<file path="src/rtl/drive_line_seq_pkg.sv">
package drive_line_seq_pkg;
  typedef struct packed {
    logic accept;
    logic setRelax;
    logic setSel;
    logic setPhase;
    logic loadSettle;
    logic loadStrobe;
    logic loadHold;
    logic timerDec;
    logic strobeOn;
    logic strobeOff;
    logic sample;
  } seqCtl_t;

  localparam logic [2:0] RELAX_PHASE = 3'd3;
endpackage

</file>
<file path="src/rtl/drive_line_seq_ctrl.sv">
module drive_line_seq_ctrl
  import drive_line_seq_pkg::*;
(
  input  logic    clk,
  input  logic    rst_n,
  input  logic    reqValid,
  input  logic    reqIsAction,
  input  logic    timerZero,
  output seqCtl_t ctl,
  output logic    busy,
  output logic    done
);
  typedef enum logic [2:0] {S_IDLE, S_SEL, S_PHASE, S_SETTLE, S_STROBE, S_HOLD} seqState_t;

  seqState_t stateQ, stateNext;
  logic      isActQ;
  logic      doneQ;

  always_comb begin
    ctl       = '0;
    stateNext = stateQ;
    unique case (stateQ)
      S_IDLE: if (reqValid) begin
        ctl.accept   = 1'b1;
        ctl.setRelax = 1'b1;
        stateNext    = S_SEL;
      end
      S_SEL: begin
        ctl.setSel = 1'b1;
        stateNext  = S_PHASE;
      end
      S_PHASE: begin
        ctl.setPhase   = 1'b1;
        ctl.loadSettle = 1'b1;
        stateNext      = S_SETTLE;
      end
      S_SETTLE: begin
        if (!timerZero) ctl.timerDec = 1'b1;
        else if (isActQ) begin
          ctl.strobeOn   = 1'b1;
          ctl.loadStrobe = 1'b1;
          stateNext      = S_STROBE;
        end else begin
          ctl.sample = 1'b1;
          stateNext  = S_IDLE;
        end
      end
      S_STROBE: begin
        if (!timerZero) ctl.timerDec = 1'b1;
        else begin
          ctl.strobeOff = 1'b1;
          ctl.loadHold  = 1'b1;
          stateNext     = S_HOLD;
        end
      end
      S_HOLD: begin
        if (!timerZero) ctl.timerDec = 1'b1;
        else stateNext = S_IDLE;
      end
      default: stateNext = S_IDLE;
    endcase
  end

  always_ff @(posedge clk) begin
    if (!rst_n) begin
      stateQ <= S_IDLE;
      isActQ <= 1'b0;
      doneQ  <= 1'b0;
    end else begin
      stateQ <= stateNext;
      if (ctl.accept) isActQ <= reqIsAction;
      doneQ <= (stateQ != S_IDLE) && (stateNext == S_IDLE);
    end
  end

  assign busy = (stateQ != S_IDLE);
  assign done = doneQ;

  // completion is a single-cycle pulse
  assert_done_single_R7: assert property (@(posedge clk) disable iff (!rst_n)
    done |=> !done);
  // done appears only in an idle cycle
  assert_done_idle_R7: assert property (@(posedge clk) disable iff (!rst_n)
    done |-> !busy);
endmodule

</file>
<file path="src/rtl/drive_line_seq_dpath.sv">
module drive_line_seq_dpath
  import drive_line_seq_pkg::*;
#(
  parameter int SETTLE_CYC = 4,
  parameter int STROBE_CYC = 8,
  parameter int HOLD_CYC   = 4,
  parameter int TW         = 4
) (
  input  logic          clk,
  input  logic          rst_n,
  input  seqCtl_t       ctl,
  input  logic [3:0]    reqCode,
  input  logic          senseLine,
  output logic [2:0]    phaseLines,
  output logic          selLine,
  output logic          strobeLine,
  output logic          senseResult,
  output logic          timerZero,
  output logic [3:0]    codeQ
);
  localparam logic [TW-1:0] SETTLE_LD = TW'(SETTLE_CYC - 1);
  localparam logic [TW-1:0] STROBE_LD = TW'(STROBE_CYC - 1);
  localparam logic [TW-1:0] HOLD_LD   = TW'(HOLD_CYC - 1);

  logic [TW-1:0] timerQ;
  logic [2:0]    phaseQ;
  logic          selQ, strobeQ, resultQ;
  logic [3:0]    codeLatchQ;

  always_ff @(posedge clk) begin
    if (!rst_n) begin
      timerQ     <= '0;
      phaseQ     <= RELAX_PHASE;
      selQ       <= 1'b0;
      strobeQ    <= 1'b0;
      resultQ    <= 1'b0;
      codeLatchQ <= '0;
    end else begin
      if (ctl.accept)   codeLatchQ <= reqCode;
      if (ctl.setRelax) phaseQ     <= RELAX_PHASE;
      if (ctl.setSel)   selQ       <= codeLatchQ[3];
      if (ctl.setPhase) phaseQ     <= codeLatchQ[2:0];
      if (ctl.loadSettle)      timerQ <= SETTLE_LD;
      else if (ctl.loadStrobe) timerQ <= STROBE_LD;
      else if (ctl.loadHold)   timerQ <= HOLD_LD;
      else if (ctl.timerDec)   timerQ <= timerQ - 1'b1;
      if (ctl.strobeOn)       strobeQ <= 1'b1;
      else if (ctl.strobeOff) strobeQ <= 1'b0;
      if (ctl.sample) resultQ <= ~senseLine;
    end
  end

  assign phaseLines  = phaseQ;
  assign selLine     = selQ;
  assign strobeLine  = strobeQ;
  assign senseResult = resultQ;
  assign timerZero   = (timerQ == '0);
  assign codeQ       = codeLatchQ;

  // the select line only moves while the phase lines sit at the relax code
  assert_sel_after_relax_R3: assert property (@(posedge clk) disable iff (!rst_n)
    !$stable(selLine) |-> (phaseLines == RELAX_PHASE));
  // the result only changes on a sample command
  assert_result_sampled_R5: assert property (@(posedge clk) disable iff (!rst_n)
    !ctl.sample |=> $stable(senseResult));
endmodule

</file>
<file path="src/rtl/drive_line_sequencer.sv">
module drive_line_sequencer
  import drive_line_seq_pkg::*;
#(
  parameter int CYC_PER_US = 4,
  parameter int SETTLE_US  = 1,
  parameter int STROBE_US  = 2,
  parameter int HOLD_US    = 1
) (
  input  logic       clk,
  input  logic       rst_n,
  input  logic       reqValid,
  input  logic       reqIsAction,
  input  logic [3:0] reqCode,
  input  logic       senseLine,
  output logic [2:0] phaseLines,
  output logic       selLine,
  output logic       strobeLine,
  output logic       busy,
  output logic       done,
  output logic       senseResult
);
  localparam int SETTLE_CYC = SETTLE_US * CYC_PER_US;
  localparam int STROBE_CYC = STROBE_US * CYC_PER_US;
  localparam int HOLD_CYC   = HOLD_US * CYC_PER_US;
  localparam int MAX_A      = (SETTLE_CYC > STROBE_CYC) ? SETTLE_CYC : STROBE_CYC;
  localparam int MAX_CYC    = (MAX_A > HOLD_CYC) ? MAX_A : HOLD_CYC;
  localparam int TW         = $clog2(MAX_CYC + 1);

  seqCtl_t    ctl;
  logic       timerZero;
  logic [3:0] codeQ;

  drive_line_seq_ctrl ctrl_i (
    .clk(clk), .rst_n(rst_n), .reqValid(reqValid), .reqIsAction(reqIsAction),
    .timerZero(timerZero), .ctl(ctl), .busy(busy), .done(done)
  );

  drive_line_seq_dpath #(
    .SETTLE_CYC(SETTLE_CYC), .STROBE_CYC(STROBE_CYC), .HOLD_CYC(HOLD_CYC), .TW(TW)
  ) dpath_i (
    .clk(clk), .rst_n(rst_n), .ctl(ctl), .reqCode(reqCode), .senseLine(senseLine),
    .phaseLines(phaseLines), .selLine(selLine), .strobeLine(strobeLine),
    .senseResult(senseResult), .timerZero(timerZero), .codeQ(codeQ)
  );

  // every transaction opens on the relax code with select untouched
  assert_relax_first_R2: assert property (@(posedge clk) disable iff (!rst_n)
    $rose(busy) |-> (phaseLines == RELAX_PHASE && $stable(selLine)));
  // strobe is confined to a transaction
  assert_strobe_in_busy_R4: assert property (@(posedge clk) disable iff (!rst_n)
    strobeLine |-> busy);
  // a request during busy leaves the latched code alone
  assert_ignore_busy_R6: assert property (@(posedge clk) disable iff (!rst_n)
    (busy && reqValid) |=> $stable(codeQ));
  // idle without request keeps the lines
  assert_idle_hold_R8: assert property (@(posedge clk) disable iff (!rst_n)
    (!busy && !reqValid) |=> ($stable(phaseLines) && $stable(selLine)));
endmodule

</file>
<file path="config.mk">
export PLATFORM = sky130hd
export DESIGN_NAME = drive_line_sequencer
export DESIGN_NICKNAME = d
export VERILOG_FILES = /design/src/rtl/drive_line_seq_pkg.sv /design/src/rtl/drive_line_seq_ctrl.sv /design/src/rtl/drive_line_seq_dpath.sv /design/src/rtl/drive_line_sequencer.sv
export SDC_FILE = /design/constraint.sdc
export NUM_CORES = 1
export LEC_CHECK = 0
export BUFFER_PORTS_ARGS = -buffer_cell sky130_fd_sc_hd__clkbuf_2
export CAP_MARGIN = 20
export CORE_MARGIN = 3
export CORE_UTILIZATION = 45
export CTS_BUF_LIST = sky130_fd_sc_hd__clkbuf_4 sky130_fd_sc_hd__clkbuf_8
export DETAILED_ROUTE_END_ITERATION = 8
export PLACE_DENSITY = 0.67
export SYNTH_ARGS = -nofsm -noshare
export SYNTH_HDL_FRONTEND = slang
export SYNTH_SLANG_ARGS = --single-unit
export TNS_END_PERCENT = 10
</file>
<file path="constraint.sdc">
create_clock -name clk -period 3.95 [get_ports clk]
set_input_delay 0.5925 -clock clk [delete_from_list [all_inputs] [get_ports clk]]
set_output_delay 0.5925 -clock clk [all_outputs]
set_load 0.05 [all_outputs]
</file>
======== Word-level counts from Yosys, hierarchy flattened ========
Index checks and enable logic that the tools add are counted.
word-level totals
  register bits after elaboration ......... 19
  input port bits ......................... 9
  output and inout port bits .............. 8
  logic and storage cells ................. 59
cells by class
  add/sub/neg operators ................... 1
  eq/ne operators ......................... 5
  muxes and demuxes ....................... 28
  bitwise logic cells ..................... 2
  reduce and logical (&&, ||, !) cells .... 12
operators with widths
  operator                                                                count
  3-bit two-way mux                                                       10
  3-bit one-hot mux with 6 select lines                                   1
  1-bit two-way mux                                                       13
  2-bit two-way mux                                                       4
  3-bit by 2-bit equality test with 1-bit output (second input constant)  2
  3-bit equality test (second input constant)                             2
  3-bit logical NOT                                                       2
  3-bit nonzero test                                                      2
  4-bit logical NOT                                                       1
  2-bit nonzero test                                                      2
  4-bit nonzero test                                                      1
  4-bit OR reduction                                                      1
  4-bit by 1-bit subtractor with 4-bit output (second input constant)     1
  3-bit by 1-bit equality test with 1-bit output (second input constant)  1
  3-bit OR reduction                                                      1
  1-bit inverter                                                          2
  2-bit OR reduction                                                      1
  1-bit logical AND                                                       1

======== Depth between registers and ports, before layout ========
Gate-level depths: netlist of the first run.
  word-level depth ........................ 7
  depth in mapped cells ................... 6

======== By module ========
Synthesis of the first run repeated with hierarchy kept, for this count alone.
second synthesis, totals
  cells, all modules ...................... 98
  area, all modules ....................... 974.7 um^2
by module, submodules not included
  module                instances  cells each  area an instance (um^2)
  drive_line_seq_dpath  1          57          583.1
  drive_line_seq_ctrl   1          41          391.6

======== Worst setup path before layout of the first run ========
No wires, ideal clock.
  path type ............................... register to output
  start ................................... register ctrl_i.stateQ[0]
  end ..................................... output port busy
  arrival ................................. 942 ps
  data required time ...................... 3357 ps
  setup slack ............................. 2416 ps
  stages on the path, launching flop included .. 4
  path buffers ............................ 1
  cell sequence ........................... dfxtp_1 > buf_4 > nor3_1 > inv_1
on the way
  cells in the longest elaborated chain, start to end .. 1
RTL lines
  what                    RTL line                    source
  start, declared         drive_line_seq_ctrl.sv:15   seqState_t stateQ, stateNext;
  start signal, assigned  drive_line_seq_ctrl.sv:70   stateQ <= stateNext;
  3-bit nonzero test      drive_line_seq_ctrl.sv:76   assign busy = (stateQ != S_IDLE);
  end, declared           drive_line_sequencer.sv:18  output logic busy,
Every way passes these cells.

======== Final worst setup path of the first run ========
  start ................................... register ctrl_i.stateQ[1]
  end ..................................... output port busy
Same word-level chain as after synthesis.

==> results of run 1 <==
sequential cells by signal, summed over array words and instances, names as in the netlist:
register / flops
ctrl_i.done: 1
ctrl_i.isActQ: 1
ctrl_i.stateQ: 3
dpath_i.codeQ: 4
dpath_i.phaseLines: 3
dpath_i.selLine: 1
dpath_i.senseResult: 1
dpath_i.strobeLine: 1
dpath_i.timerQ: 4
cell usage after synthesis (all sizes together) (2+ instances only):
| library cell | instances | share of area |
|---|---|---|
| dfxtp | 19 | 0.42 |
| inv | 4 | 0.017 |
| nor2b | 3 | 0.021 |
| nand3 | 2 | 0.011 |
| nor2 | 10 | 0.041 |
| nand2 | 14 | 0.058 |
| nor3b | 2 | 0.017 |
| o21ai | 6 | 0.033 |
| nand2b | 3 | 0.021 |
| a21oi | 11 | 0.061 |
| a2111oi | 2 | 0.040 |
| nand3b | 2 | 0.030 |
| nor3 | 4 | 0.022 |
| mux2i | 2 | 0.022 |
| buf | 4 | 0.032 |
area by class of cell:
class | instances | area, um^2
repair buffers | 16 | 80.1
clock buffers | 3 | 22.5
flip-flops and latches | 19 | 380
fillers | 177 | 806
well taps | 25 | 31.3
inverters | 4 | 15.0
multi-input cells | 77 | 478
clock inverters | 1 | 7.51
metrics by stage:
| stage | utilization | hold WS (ns) | worst slack, ns |
|---|---|---|---|
| 5_1_grt | 0.557 | 0.461 | 1.88 |
| 3_3_place_gp | 0.541 | 0.441 | 2.29 |
| 3_5_place_dp | 0.541 | 0.447 | 2.24 |
| 6_report | 0.557 | 0.461 | 1.94 |
| 2_1_floorplan | - | 0.432 | 2.42 |
| 4_1_cts | 0.557 | 0.462 | 1.95 |
path summary, 6_finish.rpt:
| kind | from | to | slack [ns] | cells past startpoint |
|---|---|---|---|---|
| worst max-delay path | ctrl_i.stateQ[1]$_SDFF_PN0_ | busy | 1.94 | 3 |
| worst min-delay path | dpath_i.codeQ[2]$_SDFFE_PN0P_ | dpath_i.phaseLines[2]$_SDFFE_PN0P_ | 0.46 | 2 |
| worst max register to register | dpath_i.timerQ[0]$_SDFFE_PN0P_ | dpath_i.timerQ[1]$_SDFFE_PN0P_ | 2.20 | 6 |
| worst min register to register | dpath_i.codeQ[2]$_SDFFE_PN0P_ | dpath_i.phaseLines[2]$_SDFFE_PN0P_ | 0.46 | 2 |
cells by family after synthesis:
kind of cell / synth area share
buf+inv: 0.0525
fa+ha+maj: 0.0138
compound gates: 0.221
flops: 0.420
mux: 0.0221
simple gates: 0.271
metal layers:
metal	global-route usage	wire, um	vias to the layer above	part of all wire
met5	0	0	-	0
met4	0.0404	24	0	0.013
met3	0.0554	112	4	0.059
met2	0.248	879	28	0.46
met1	0.198	878	372	0.46
li1	-	-	405	-
cell usage in the layout (no fill, tap or decap):
cell type / count
nor3b_1: 2
a211oi_1: 1
nor2b_1: 3
a211o_1: 1
clkbuf_4: 3
inv_1: 4
o22ai_1: 1
o21ai_1: 5
a21oi_1: 11
and2_1: 1
o21bai_1: 1
nand2_1: 14
o21ai_0: 1
nand3_1: 2
o311a_1: 1
mux2i_1: 2
nor4b_1: 1
nand4bb_1: 1
clkbuf_2: 16
nand3b_4: 1
nor3_1: 4
and3_1: 1
a2111oi_0: 1
clkinvlp_4: 1
a31oi_1: 1
nor2_1: 10
o311ai_1: 1
a2111oi_4: 1
o21a_1: 1
ha_1: 1
nand3b_1: 1
dfxtp_1: 19
and4bb_1: 1
a221oi_1: 1
a21boi_0: 1
nand2b_1: 3
power by group:
group | switching [mW] | internal [mW]
registers | 0.0189 | 0.205
clock network | 0.0629 | 0.0386
logic | 0.0644 | 0.0357
worst register-to-register path, cell delays in order, from the launching register on:
cell and delay (ns):
dfxtp_1 0.44, inv_1 0.07, ha_1 0.26, and4bb_1 0.27
o22ai_1 0.33, nand3b_1 0.14, o311a_1 0.14
==> summary.txt, run 1 <==
Outcome
  – Status: complete, no violations

Worst setup path
  – CP peak stage delay: roughly 0.46 ns
  – Setup crit start kind: register
  – Worst Setup End Kind: primary output
  – Worst endpoint data arrival time: roughly 1.4 ns
  – Bufs and invs on worst path: 2
  – CP Max Fanout: 12
  – Worst Path Required: around 3.4 ns
  – CP Class: reg2out
  – Worst path slowest cell: dfxtp_1
  – Top Family by Delay on Critical Path: flip-flops
  – Cells along the critical path: nor3_1 > inv_1 > clkbuf_2

Power and ir drop
  – Pwr dens: roughly 420 nW/um^2
  – Worst VDD drop: about 280 uV
  – Overall power: between 0.4 and 0.5 mW
  – Lkg Pwr: a little over 0.4 nW

Global routing
  – Initial antenna violation count: 0
  – GRT Util Overall: 0.155
  – Largest net degree at the start of global routing: 14
  – First-pass GRT wire length: ~3.1 mm
  – Congestion Overflow GR: 0
  – Vias in the first global route: 725

Timing
  – Slew HR: 0.655
  – Setup TNS: 0 ns
  – RSZ-0062 raised after global routing: false
  – Achievable Freq: slightly below 500 MHz
  – Slew @ Worst Pin: roughly 0.52 ns
  – Max Slew Vio Count: 0
  – Final min period: approximately 2.0 ns
  – Final Hold Fails: 0
  – Final setup violation count: 0
  – Tcrit/Tclk final: 0.510
  – Clock skew: 0.00616 ns

Drt
  – Total Routed Length: about 1.9 mm
  – DR WL/cell: about 13 um
  – Iteration-0 DRC count of the detailed router: 18
  – Routed Antenna Nets: 0
  – Detailed-route via count: just over 800
  – Final routed DRC violation total: 0
  – Routed vias/inst: approximately 5.6
  – Drt first pass iters: 6

Place
  – GP Congestion: between 0.7 and 0.8
  – Placed cell area: between 900 and 1000 um^2
  – Placed Instances: approximately 140
  – Dpl hpwl: 1.35 mm
  – IO buf count: 16

Layout
  – Final instance area: 1010 um^2
  – Synthesis-to-layout area growth: 12.0%
  – Antenna Cells: 0
  – Final nets: about 130
  – Share of cells above drive strength 1: 0.183
  – Final Non-Filler Cells: 145

Yosys
  – Synth cell types: 37
  – Async set or reset register ratio after synthesis: 0
  – Syn_area_per_cell: between 8 and 9 um^2
  – Synthesized net count: 115
  – Synth Warn #: 0
  – Netlist Area Pre-Place: 906 um^2
  – Main flop type after synthesis: dfxtp_1
  – Cells after Synth: about 110
  – EDFF count, synth: 0
  – Flops & latches, synth: 19
  – Register area share after synthesis: 0.420

Die
  – Die area: between 2000 and 3000 um^2
  – FP Rows: 15
  – Area of the core: ~1800 um^2
  – Die Ht: between 50 and 60 um
  – Initial core utilization: 0.498
  – I/O Pins: 17
  – Die width: 50.9 um

CTS
  – Total CTS buffers: 3
  – Clk Latency, worst-skew pair: approximately 0.30 ns
  – Root Buffer: clkbuf_4
  – Hold-fix buffers, CTS: 0
  – H-tree depth: 1
  – TritonCTS clock tree: yes
  – Clock-pin slew on the worst setup and hold paths: roughly 0.12 ns
  – Post CTS Setup Buffer Count: 0
  – Clock Path Buffers: 2
  – Clk sinks: 19
  – Post-cts resize count: 0

Worst hold path
  – Hold Path Class: reg2reg

Run
  – Number of max-cap violations: 0
Note: power is estimated with default switching activity, not from simulation.
==> inputs of run 2 (changes only) <==
==> constraint.sdc (replaced) <==
create_clock -name clk -period 1.91 [get_ports clk]
set_input_delay 0.2865 -clock clk [delete_from_list [all_inputs] [get_ports clk]]
set_output_delay 0.2865 -clock clk [all_outputs]
set_load 0.05 [all_outputs]
==> run 2 against run 1 <==
Critical path depth grew 3; sequential power rose by 110%; cell count is 0.69% higher; combinational power rose by 120%; first-iteration DRC count grew 28%; highest routed layer unchanged.
==> summary.txt, run 2 (synthesis results as in run 1) <==
Die
  – Initial core utilization: 0.498 (unchanged)
  – FP Rows: 15 (unchanged)
  – Die width: 50.9 um (unchanged)
  – I/O Pins: 17 (unchanged)
  – Die Ht: 50.9 um (unchanged)
  – Area of the core: 1820 um^2 (unchanged)
  – Die area: 2590 um^2 (unchanged)

Layout
  – Multi-input gate area: 478 um^2 (unchanged)
  – Share of cells above drive strength 1: 0.190 (was 0.183)
  – Synthesis-to-layout area growth: 12.6% (was 12.0%)
  – Area occupied by registers: 380 um^2 (unchanged)
  – Final nets: 132 (was 131)
  – Final instance area: 1020 um^2 (was 1010 um^2)
  – Antenna Cells: 0 (unchanged)
  – Most common cell after layout, fill and taps aside: dfxtp_1 (unchanged)
  – Most frequent cells in the layout: dfxtp_1, clkbuf_2, nand2_1, a21oi_1, nor2_1 (unchanged)
  – Fill cells: 186 (was 177)

Drt
  – Total Routed Length: 1.96 mm (was 1.89 mm)
  – Drt first pass iters: 4 (was 6)
  – Detailed-route via count: 796 (was 809)
  – Final routed DRC violation total: 0 (unchanged)
  – Routed Antenna Nets: 0 (unchanged)
  – Routed vias/inst: 5.45 (was 5.58)
  – DR WL/cell: 13.4 um (was 13.1 um)
  – Iteration-0 DRC count of the detailed router: 23 (was 18)

Power and ir drop
  – Pwr dens: 867 nW/um^2 (was 419 nW/um^2)
  – Lkg Pwr: 0.424 nW (was 0.416 nW)
  – Worst VDD drop: 412 uV (was 282 uV)

CTS
  – Total CTS buffers: 3 (unchanged)
  – Root Buffer: clkbuf_4 (unchanged)
  – Clock-pin slew on the worst setup and hold paths: 0.11 ns (was 0.12 ns)
  – Clk sinks: 19 (unchanged)
  – TritonCTS clock tree: yes (unchanged)
  – Clk Latency, worst-skew pair: 0.30 ns (about the same)
  – Clock Path Buffers: 2 (unchanged)
  – H-tree depth: 1 (unchanged)
  – Post-cts resize count: 0 (unchanged)
  – Hold-fix buffers, CTS: 0 (unchanged)
  – Post CTS Setup Buffer Count: 0 (unchanged)

Global routing
  – Vias in the first global route: 784 (was 725)
  – Largest net degree at the start of global routing: 14 (unchanged)
  – Congestion Overflow GR: 0 (unchanged)
  – Initial antenna violation count: 0 (unchanged)
  – GRT Util Overall: 0.173 (was 0.155)
  – First-pass GRT wire length: 3.44 mm (was 3.08 mm)

Timing
  – Clock skew: 0.00240 ns (was 0.00616 ns)
  – Tcrit/Tclk final: 0.898
  – Slew @ Worst Pin: 0.444 ns (was 0.516 ns)
  – Slew HR: 0.704 (was 0.655)
  – Max Slew Vio Count: 0 (unchanged)
  – WHS: 0.153 ns (was 0.461 ns)
  – Final min period: roughly 1.7 ns
  – RSZ-0062 raised after global routing: false (unchanged)
  – Final Hold Fails: 0 (unchanged)
  – Setup TNS: 0 ns (unchanged)
  – Final setup violation count: 0 (unchanged)
  – Achievable Freq: roughly 600 MHz

Worst setup path
  – Setup crit start kind: register (unchanged)
  – Worst endpoint data arrival time: 1.91 ns (was 1.42 ns)
  – CP peak stage delay: 0.44 ns (was 0.46 ns)
  – Worst Path Required: 2.11 ns (was 3.36 ns)
  – Worst Setup End Kind: register (was primary output)
  – Worst path slowest cell: dfxtp_1 (unchanged)
  – CP Class: reg2reg (was reg2out)
  – Cells along the critical path: inv_1 > ha_1 > and4bb_1 > o22ai_1 > nand3b_1 > o311a_1 (was nor3_1 > inv_1 > clkbuf_2)
  – CP Max Fanout: 6 (was 12)

Outcome
  – Status: complete, no violations (unchanged)

Place
  – GP Congestion: 0.861 (was 0.799)
  – Dpl hpwl: 1.42 mm (was 1.35 mm)
  – IO buf count: 16 (unchanged)
  – Placed cell area: 992 um^2 (was 985 um^2)

Worst hold path
  – Hold Path Class: in2reg (was reg2reg)

Run
  – Number of max-cap violations: 0 (unchanged)
run 2: changes by cell type in the layout (fill, tap and decap cells not counted):
| cell | change |
|---|---|
| buf_4 | +1 |
| clkinv_2 | +1 |
| clkinvlp_4 | -1 |
run 2: area by class of cell:
cell class              instances  share of cell area
flip-flops and latches         19               0.373
well taps                      25              0.0307
clock inverters                 1             0.00491
multi-input cells              77               0.469
clock buffers                   3              0.0221
repair buffers                 17              0.0859
inverters                       4              0.0147
run 2: worst paths after layout:
path	startpoint	end	slack [ns]	cells past startpoint
max	dpath_i.timerQ[0]$_SDFFE_PN0P_	dpath_i.timerQ[1]$_SDFFE_PN0P_	0.19	6
min	senseLine	dpath_i.senseResult$_SDFFE_PN0P_	0.15	2
min reg2reg	dpath_i.codeQ[2]$_SDFFE_PN0P_	dpath_i.phaseLines[2]$_SDFFE_PN0P_	0.46	2
max reg2reg	dpath_i.timerQ[0]$_SDFFE_PN0P_	dpath_i.timerQ[1]$_SDFFE_PN0P_	0.19	6
run 2: through the flow:
stage	setup slack, ns	std cells	utilization	power [mW]
CTS	0.204	146	0.560	0.892
global route	0.0693	146	0.560	0.933
detailed placement	0.228	142	0.545	0.685
floorplan	0.401	105	-	0.631
finish	0.194	146	0.560	0.885
global placement	0.309	142	0.545	0.682
run 2: where the power goes:
group	internal, mW	switching (mW)	leakage, nW	total (mW)
registers	0.424	0.0389	0.155	0.463
clock network	0.0780	0.128	0.0177	0.206
logic	0.0807	0.135	0.252	0.216
run 2: critical path: cells and delay by family, from the launching register on:
family | cells | cell delay (ns)
AO/OA/AOI/OAI | 2 | 0.45
adder cells (fa/ha/maj) | 1 | 0.26
buffers and inverters | 1 | 0.07
flip-flops | 1 | 0.44
AND/OR/NAND/NOR | 2 | 0.39
run 2: metal layers:
| layer | track usage | vias up | part of all wire |
|---|---|---|---|
| met5 | 0 | - | 0 |
| met4 | 0.0628 | 0 | 0.012 |
| met3 | 0.0408 | 4 | 0.045 |
| met2 | 0.272 | 21 | 0.48 |
| met1 | 0.230 | 362 | 0.46 |
| li1 | - | 409 | - |
